**src/rtl/qfi_pkg.sv**
```systemverilog
package qfi_pkg;

  localparam int unsigned HIT_CNT_W  = 9;
  localparam int unsigned COLL_CNT_W = 6;
  localparam int unsigned FNUM_W     = 28;

  localparam logic [7:0]  K28_5      = 8'hBC;
  localparam logic [7:0]  K27_7      = 8'hFB;
  localparam logic [47:0] COMMA_WORD = {{5{K28_5}}, K27_7};

  typedef enum logic [1:0] {
    SEL_SYNC  = 2'd0,
    SEL_FRAME = 2'd1,
    SEL_HIT   = 2'd2,
    SEL_IDLE  = 2'd3
  } word_sel_e;

  typedef struct packed {
    logic                  fmt;
    logic [3:0]            spare;
    logic [COLL_CNT_W-1:0] colls;
    logic [HIT_CNT_W-1:0]  hits;
    logic [FNUM_W-1:0]     fnum;
  } frame_word_t;

  typedef struct packed {
    logic       kind;
    logic [6:0] group_addr;
    logic [4:0] arb_addr;
    logic [4:0] pile_addr;
    logic       lead_sel;
    logic [11:0] lead_coarse;
    logic [4:0] lead_fine;
    logic       trail_sel;
    logic [5:0] trail_coarse;
    logic [4:0] trail_fine;
  } hit_word_t;

endpackage

```
**src/rtl/qfi_sync_ctrl.sv**
```systemverilog
module qfi_sync_ctrl #(
  parameter int unsigned SYNC_LEN = 65536
) (
  input  logic clk_i,
  input  logic rst_ni,
  input  logic slot_i,
  input  logic force_i,
  output logic active_o
);

  localparam int unsigned CW = (SYNC_LEN > 1) ? $clog2(SYNC_LEN) : 1;
  localparam logic [CW-1:0] LAST = CW'(SYNC_LEN - 1);

  logic [CW-1:0] cnt_q, cnt_d;
  logic          act_q, act_d;

  always_comb begin
    cnt_d = cnt_q;
    act_d = act_q;
    if (force_i) begin
      cnt_d = '0;
      act_d = 1'b1;
    end else if (slot_i && act_q) begin
      if (cnt_q == LAST) begin
        cnt_d = '0;
        act_d = 1'b0;
      end else begin
        cnt_d = cnt_q + 1'b1;
      end
    end
  end

  always_ff @(posedge clk_i or negedge rst_ni) begin
    if (!rst_ni) begin
      cnt_q <= '0;
      act_q <= 1'b1;
    end else begin
      cnt_q <= cnt_d;
      act_q <= act_d;
    end
  end

  assign active_o = act_q;


  force_restart_chk: assert property (@(posedge clk_i) disable iff (!rst_ni)
    force_i |=> active_o);


  sync_end_chk: assert property (@(posedge clk_i) disable iff (!rst_ni)
    $fell(active_o) |-> ($past(slot_i) && !$past(force_i)));

endmodule

```
**src/rtl/qfi_frame_stats.sv**
```systemverilog
module qfi_frame_stats
  import qfi_pkg::*;
#(
  parameter int unsigned FRAME_PERIOD = 2048
) (
  input  logic        clk_i,
  input  logic        rst_ni,
  input  logic        ts_tick_i,
  input  logic        hit_acc_i,
  input  logic        coll_i,
  input  logic        frame_sent_i,
  output logic        frame_pend_o,
  output frame_word_t hdr_o
);

  localparam int unsigned TW = (FRAME_PERIOD > 1) ? $clog2(FRAME_PERIOD) : 1;
  localparam logic [TW-1:0] TS_LAST = TW'(FRAME_PERIOD - 1);

  logic [TW-1:0]         ts_q, ts_d;
  logic [HIT_CNT_W-1:0]  hit_q, hit_d, hit_last_q, hit_last_d;
  logic [COLL_CNT_W-1:0] coll_q, coll_d, coll_last_q, coll_last_d;
  logic [FNUM_W-1:0]     fnum_q, fnum_d;
  logic                  pend_q, pend_d;
  logic                  bnd;

  assign bnd = ts_tick_i && (ts_q == TS_LAST);

  always_comb begin
    ts_d        = ts_q;
    hit_d       = hit_q;
    coll_d      = coll_q;
    hit_last_d  = hit_last_q;
    coll_last_d = coll_last_q;
    fnum_d      = fnum_q;
    pend_d      = pend_q;
    if (ts_tick_i) begin
      ts_d = bnd ? '0 : ts_q + 1'b1;
    end
    if (bnd) begin
      hit_last_d  = hit_q;
      coll_last_d = coll_q;
      fnum_d      = fnum_q + 1'b1;
      pend_d      = 1'b1;
      hit_d       = hit_acc_i ? HIT_CNT_W'(1) : '0;
      coll_d      = coll_i ? COLL_CNT_W'(1) : '0;
    end else begin
      if (frame_sent_i) pend_d = 1'b0;
      if (hit_acc_i && (hit_q != '1)) hit_d = hit_q + 1'b1;
      if (coll_i && (coll_q != '1)) coll_d = coll_q + 1'b1;
    end
  end

  always_ff @(posedge clk_i or negedge rst_ni) begin
    if (!rst_ni) begin
      ts_q        <= '0;
      hit_q       <= '0;
      coll_q      <= '0;
      hit_last_q  <= '0;
      coll_last_q <= '0;
      fnum_q      <= '0;
      pend_q      <= 1'b0;
    end else begin
      ts_q        <= ts_d;
      hit_q       <= hit_d;
      coll_q      <= coll_d;
      hit_last_q  <= hit_last_d;
      coll_last_q <= coll_last_d;
      fnum_q      <= fnum_d;
      pend_q      <= pend_d;
    end
  end

  assign frame_pend_o = pend_q;
  always_comb begin
    hdr_o       = '0;
    hdr_o.fmt   = 1'b1;
    hdr_o.colls = coll_last_q;
    hdr_o.hits  = hit_last_q;
    hdr_o.fnum  = fnum_q;
  end


  hit_sat_chk: assert property (@(posedge clk_i) disable iff (!rst_ni)
    (!bnd && hit_q == '1) |=> (hit_q == '1));


  coll_sat_chk: assert property (@(posedge clk_i) disable iff (!rst_ni)
    (!bnd && coll_q == '1) |=> (coll_q == '1));


  pend_set_chk: assert property (@(posedge clk_i) disable iff (!rst_ni)
    bnd |=> frame_pend_o);

endmodule

```
**src/rtl/qfi_word_sel.sv**
```systemverilog
module qfi_word_sel
  import qfi_pkg::*;
(
  input  logic        clk_i,
  input  logic        rst_ni,
  input  logic        slot_i,
  input  logic        sync_act_i,
  input  logic        frame_pend_i,
  input  frame_word_t frame_hdr_i,
  input  logic        hit_valid_i,
  input  logic [46:0] hit_data_i,
  output logic        hit_ready_o,
  output logic        hit_acc_o,
  output logic        frame_sent_o,
  output logic [47:0] word_o,
  output logic [5:0]  kflag_o,
  output logic        word_vld_o
);

  word_sel_e   sel;
  hit_word_t   hw;
  logic [47:0] word_d, word_q;
  logic [5:0]  k_d, k_q;
  logic        vld_q;

  always_comb begin
    if (sync_act_i)        sel = SEL_SYNC;
    else if (frame_pend_i) sel = SEL_FRAME;
    else if (hit_valid_i)  sel = SEL_HIT;
    else                   sel = SEL_IDLE;
  end

  assign hit_ready_o  = slot_i && !sync_act_i && !frame_pend_i;
  assign hit_acc_o    = hit_ready_o && hit_valid_i;
  assign frame_sent_o = slot_i && (sel == SEL_FRAME);

  always_comb begin
    hw      = hit_word_t'({1'b0, hit_data_i});
    hw.kind = 1'b0;
    case (sel)
      SEL_FRAME: begin word_d = frame_hdr_i; k_d = '0; end
      SEL_HIT:   begin word_d = hw;          k_d = '0; end
      default:   begin word_d = COMMA_WORD;  k_d = '1; end
    endcase
  end

  always_ff @(posedge clk_i or negedge rst_ni) begin
    if (!rst_ni) begin
      word_q <= '0;
      k_q    <= '0;
      vld_q  <= 1'b0;
    end else begin
      vld_q <= slot_i;
      if (slot_i) begin
        word_q <= word_d;
        k_q    <= k_d;
      end
    end
  end

  assign word_o     = word_q;
  assign kflag_o    = k_q;
  assign word_vld_o = vld_q;


  vld_follows_slot_chk: assert property (@(posedge clk_i) disable iff (!rst_ni)
    word_vld_o |-> $past(slot_i));


  kflag_form_chk: assert property (@(posedge clk_i) disable iff (!rst_ni)
    word_vld_o |-> (kflag_o == 6'h00 || kflag_o == 6'h3F));


  comma_word_chk: assert property (@(posedge clk_i) disable iff (!rst_ni)
    (word_vld_o && kflag_o == 6'h3F) |-> (word_o == COMMA_WORD));


  frame_spare_chk: assert property (@(posedge clk_i) disable iff (!rst_ni)
    (word_vld_o && kflag_o == 6'h00 && word_o[47]) |-> (word_o[46:43] == 4'h0));

endmodule

```
**src/rtl/qframe_inserter.sv**
```systemverilog
module qframe_inserter
  import qfi_pkg::*;
#(
  parameter int unsigned SYNC_LEN     = 65536,
  parameter int unsigned FRAME_PERIOD = 2048
) (
  input  logic        clk_i,
  input  logic        rst_ni,
  input  logic        slot_i,
  input  logic        ts_tick_i,
  input  logic        force_sync_i,
  input  logic        coll_i,
  input  logic        hit_valid_i,
  input  logic [46:0] hit_data_i,
  output logic        hit_ready_o,
  output logic [47:0] word_o,
  output logic [5:0]  kflag_o,
  output logic        word_vld_o
);

  logic        sync_act;
  logic        frame_pend;
  logic        hit_acc;
  logic        frame_sent;
  frame_word_t hdr;

  qfi_sync_ctrl #(.SYNC_LEN(SYNC_LEN)) sync_i (
    .clk_i    (clk_i),
    .rst_ni   (rst_ni),
    .slot_i   (slot_i),
    .force_i  (force_sync_i),
    .active_o (sync_act)
  );

  qfi_frame_stats #(.FRAME_PERIOD(FRAME_PERIOD)) stats_i (
    .clk_i        (clk_i),
    .rst_ni       (rst_ni),
    .ts_tick_i    (ts_tick_i),
    .hit_acc_i    (hit_acc),
    .coll_i       (coll_i),
    .frame_sent_i (frame_sent),
    .frame_pend_o (frame_pend),
    .hdr_o        (hdr)
  );

  qfi_word_sel sel_i (
    .clk_i        (clk_i),
    .rst_ni       (rst_ni),
    .slot_i       (slot_i),
    .sync_act_i   (sync_act),
    .frame_pend_i (frame_pend),
    .frame_hdr_i  (hdr),
    .hit_valid_i  (hit_valid_i),
    .hit_data_i   (hit_data_i),
    .hit_ready_o  (hit_ready_o),
    .hit_acc_o    (hit_acc),
    .frame_sent_o (frame_sent),
    .word_o       (word_o),
    .kflag_o      (kflag_o),
    .word_vld_o   (word_vld_o)
  );


  sync_block_chk: assert property (@(posedge clk_i) disable iff (!rst_ni)
    sync_act |-> !hit_ready_o);


  frame_first_chk: assert property (@(posedge clk_i) disable iff (!rst_ni)
    (slot_i && frame_pend && !sync_act) |=> (word_o[47] && kflag_o == 6'h00));

endmodule

```
**config.mk**
```make
export PLATFORM = sky130hd
export DESIGN_NAME = qframe_inserter
export DESIGN_NICKNAME = d
export VERILOG_FILES = /design/src/rtl/qfi_pkg.sv /design/src/rtl/qfi_sync_ctrl.sv /design/src/rtl/qfi_frame_stats.sv /design/src/rtl/qfi_word_sel.sv /design/src/rtl/qframe_inserter.sv
export SDC_FILE = /design/constraint.sdc
export NUM_CORES = 1
export LEC_CHECK = 0
export BUFFER_PORTS_ARGS = -buffer_cell sky130_fd_sc_hd__buf_2
export CAP_MARGIN = 30
export CORE_MARGIN = 5
export CORE_UTILIZATION = 56
export CTS_CLUSTER_SIZE = 10
export DETAILED_ROUTE_END_ITERATION = 10
export GPL_ROUTABILITY_DRIVEN = 0
export GPL_TIMING_DRIVEN = 0
export PLACE_DENSITY = 0.8
export RECOVER_POWER = 100
export SETUP_SLACK_MARGIN = 0.02
export SLEW_MARGIN = 20
export SYNTH_ARGS = -nofsm -noshare
export SYNTH_HDL_FRONTEND = slang
export SYNTH_SLANG_ARGS = --single-unit
```
**constraint.sdc**
```tcl
create_clock -name clk_i -period 2.25 [get_ports clk_i]
set_input_delay 0.1125 -clock clk_i [delete_from_list [all_inputs] [get_ports clk_i]]
set_output_delay 0.1125 -clock clk_i [all_outputs]
set_load 0.05 [all_outputs]
```
==> impl_metrics.csv <==
group,metric,value,unit
clocking,numCtsBuffers,17,
timing,timing.final.crit_period,2.11,ns
power,p_leak,3.53,nW
drt,vias,5357,
logic_synthesis,syn_nets,655,
place,port-buffer-count,107,
die,rows,38,
logic_synthesis,synth_ff_type,"dfrtp_1",
power,ir_drop,0.000597,V
drt,wl,16.5,mm
critical_path,crit_required,2.54,ns
drt,via_per_inst,5.82,
logic_synthesis,ys_types,48,
clocking,cts_tree,"built",
logic_synthesis,async_flop_share,100,%
timing,setup_viol,0,
die,boundaryPins,110,
grt,grt_max_degree,72,
critical_path,cp_max_fo,10,
outcome,status,"complete, but fails checks",
critical_path,cp_slowest_cell,"dfrtp_1",
grt,grt_usage,25.8,%
logic_synthesis,yosys_warnings,0,
timing,drv_slew,67,
timing,maxSlewHeadroom,-12.2,%
cells_and_area,final_core_util,73.2,%
critical_path,slowest_delay,0.41,ns
cells_and_area,drive_gt1_share,16.6,%
outcome,violations,"capacitance limit, slew limit",
critical_path,path_cells,"ha_1 -> and3_1 -> and4_1 -> buf_2 -> buf_4 -> mux2_2",
die,start_util,57.4,%
timing,skew,0.00525,ns
die,fp.dieH,116,µm
logic_synthesis,ys_seq_area_share,54.6,%
logic_synthesis,synthCells,595,
logic_synthesis,avgSynthCellArea,10.6,µm²
critical_path,crit_buf_inv,2,
place,dp_hpwl,10.7,mm
die,die-area,13400,µm²
timing,hold_violations,0,
drt,ant_nets,0,
clocking,clk_latency,0.41,ns
critical_path,arrival,2.40,ns
flow_run,drv_cap,1,
grt,grt_pass1_vias,5630,
logic_synthesis,yosysTopAreaCell,"dfrtp_1",
critical_path,critPathTopFamily,"simple AND/OR/NAND/NOR gates",
cells_and_area,nets,828,
clocking,htreeDepth,4,
drt,first_pass_iters,5,
cells_and_area,antennaDiodeCount,0,
drt,drtIter0Drc,442,
timing,fmax,0.473,GHz
logic_synthesis,yosysTopAreaCellShare,54.2,%
timing,whs,0.0148,ns
drt,wl_per_cell,18.0,µm
logic_synthesis,synthTopCellsByArea,"dfrtp_1 (54%), nor2_1 (5.7%), xor2_1 (3.8%)",
drt,drcViolationCount,0,
die,core_area,10900,µm²
timing,rsz0062_at_grt,"no",
timing,min_period_over_period,93.9,%
clocking,clk_pin_slew,0.06,ns
cells_and_area,area_growth,27.5,%
critical_path,cp-end-kind,"register",
critical_path,crit_path_start_kind,"register",
logic_synthesis,synth_edf_count,0,
cells_and_area,fill_cells,773,
clocking,clock-sinks,137,
logic_synthesis,syn_area,6280,µm²
clocking,postCtsSetupBuffers,0,
clocking,cts_buffer_depth,2,
timing,tightest_slew,1.68,ns
worst_hold_path,hold_class,"input pin to register",
grt,antenna_found_initial,0,
grt,grt_pass1_wl,27.1,mm
die,dieWidth,116,µm
power,powerDensity,736,nW/µm²
grt,overflow,0,
critical_path,path_class,"register to register",
logic_synthesis,synth_seq_cells,137,
clocking,root_buffer,"clkbuf_16",
per-stage QoR:
step | std cells | setup TNS (ns) | power [mW] | worst slack [ns] | instance area [µm²]
floorplan | 595 | 0 | 2.94 | 0.295 | 6280
global placement | 842 | -96.42 | 3.09 | -0.717 | 6990
detailed placement | 843 | 0 | 3.13 | 0.0399 | 7030
CTS | 922 | 0 | 5.90 | 0.0542 | 8090
global route | 921 | 0 | 6.11 | 0.0291 | 8000
finish | 921 | 0 | 5.89 | 0.138 | 8000
cells in the mapped netlist (2+ instances only):
| library cell | number |
|---|---|
| nand4_1 | 19 |
| nor4b_1 | 5 |
| and4_1 | 6 |
| inv_1 | 13 |
| o2111ai_1 | 2 |
| or3_1 | 6 |
| nor2_1 | 95 |
| buf_4 | 5 |
| a221o_1 | 14 |
| nor3_1 | 10 |
| nor4_2 | 9 |
| a21o_1 | 2 |
| o22ai_1 | 29 |
| buf_1 | 3 |
| nor2b_1 | 16 |
| nand2_1 | 29 |
| mux2_2 | 18 |
| xor2_1 | 27 |
| and2_1 | 4 |
| dfrtp_1 | 136 |
| nor3b_1 | 3 |
| clkbuf_1 | 23 |
| xnor2_1 | 24 |
| o31ai_1 | 3 |
| o21ai_0 | 11 |
| and3_1 | 8 |
| buf_2 | 8 |
| a21oi_1 | 19 |
| ha_1 | 6 |
| nor4_1 | 7 |
| nand3_1 | 18 |
registers in the layout, summed over array words and instances (netlist names):
signal,flops
sel_i.word_o,48
sel_i.word_vld_o,1
stats_i.coll_q,6
stats_i.frame_pend_o,1
stats_i.hit_q,9
stats_i.fnum_q,28
sel_i.kflag_o,1
stats_i.ts_q,11
stats_i.hit_last_q,9
sync_i.active_o,1
sync_i.cnt_q,16
stats_i.coll_last_q,6
cell type report:
class	count	area (µm²)	share of cell area, %
inverters	13	48.8	0.610
multi-input cells	405	2610	32.6
clock inverters	8	92.6	1.16
well taps	140	175	2.19
flip-flops and latches	137	3430	42.9
repair buffers	155	963	12.0
clock buffers	24	492	6.15
plain buffers	39	191	2.39
cells by family (layout without fill, tap and decap cells):
family	count (synthesis)	after routing	synth area share, %
XOR/XNOR	51	51	7.12
adder cells (fa/ha/maj)	6	6	1.20
AND/OR/NAND/NOR	243	243	20.6
multiplexers	19	19	3.39
AO/OA/AOI/OAI	86	86	9.27
buffers and inverters	53	239	3.75
flip-flops	137	137	54.6
tightest hold or removal path, stage by stage:
cell and delay, ns:
buf_2 0.14, a2bb2oi_1 0.07, o21ai_0 0.06
routing by layer:
layer	vias up	part of all wire (%)	global-route usage, %
met5	-	0	0
met4	0	2.3	9.98
met3	33	5.4	6.63
met2	187	52	44.6
met1	2673	40	31.1
li1	2464	-	-
final timing paths:
check	from	endpoint	slack, ns	depth (start not counted)
worst min register to register	stats_i.fnum_q[27]$_DFFE_PN0N_	stats_i.fnum_q[27]$_DFFE_PN0N_	0.47	1
worst max register to register	stats_i.ts_q[0]$_DFFE_PN0P_	stats_i.hit_last_q[5]$_DFFE_PN0N_	0.14	6
worst min-delay path	coll_i	stats_i.coll_q[0]$_DFFE_PN0P_	0.01	3
max in group asynchronous	rst_ni	sync_i.active_o$_DFFE_PN1P_	0.49	3
min in group asynchronous	rst_ni	sel_i.word_o[45]$_DFFE_PN0P_	0.69	2
worst max-delay path	stats_i.ts_q[0]$_DFFE_PN0P_	stats_i.hit_last_q[5]$_DFFE_PN0N_	0.14	6
report_power, final:
group | switching (mW) | total, mW | internal (mW) | leakage, nW
registers | 0.130 | 2.70 | 2.57 | 1.69
clock network | 0.984 | 2.72 | 1.74 | 0.290
logic | 0.241 | 0.463 | 0.222 | 1.54
total | 1.36 | 5.89 | 4.54 | 3.53
layout by cell type, fill, tap and decap left out, types with 20 or more instances in the layout:
master,instances
o22ai_1,29
nand2_1,29
nand4_1,20
nor2_1,95
buf_2,53
xor2_1,27
dfrtp_1,136
xnor2_1,24
clkbuf_1,80
dlygate4sd3_1,47
timing repair:
item | CTS | global route
gates resized for setup | 3 | 9
endpoints found under the hold margin | 116 | 0
endpoints found under the setup margin | 15 | 34
gates cloned | 0 | 0
pin swaps | 0 | 0
hold buffers | 47 | 0
Power figures use the tool's default switching activity.
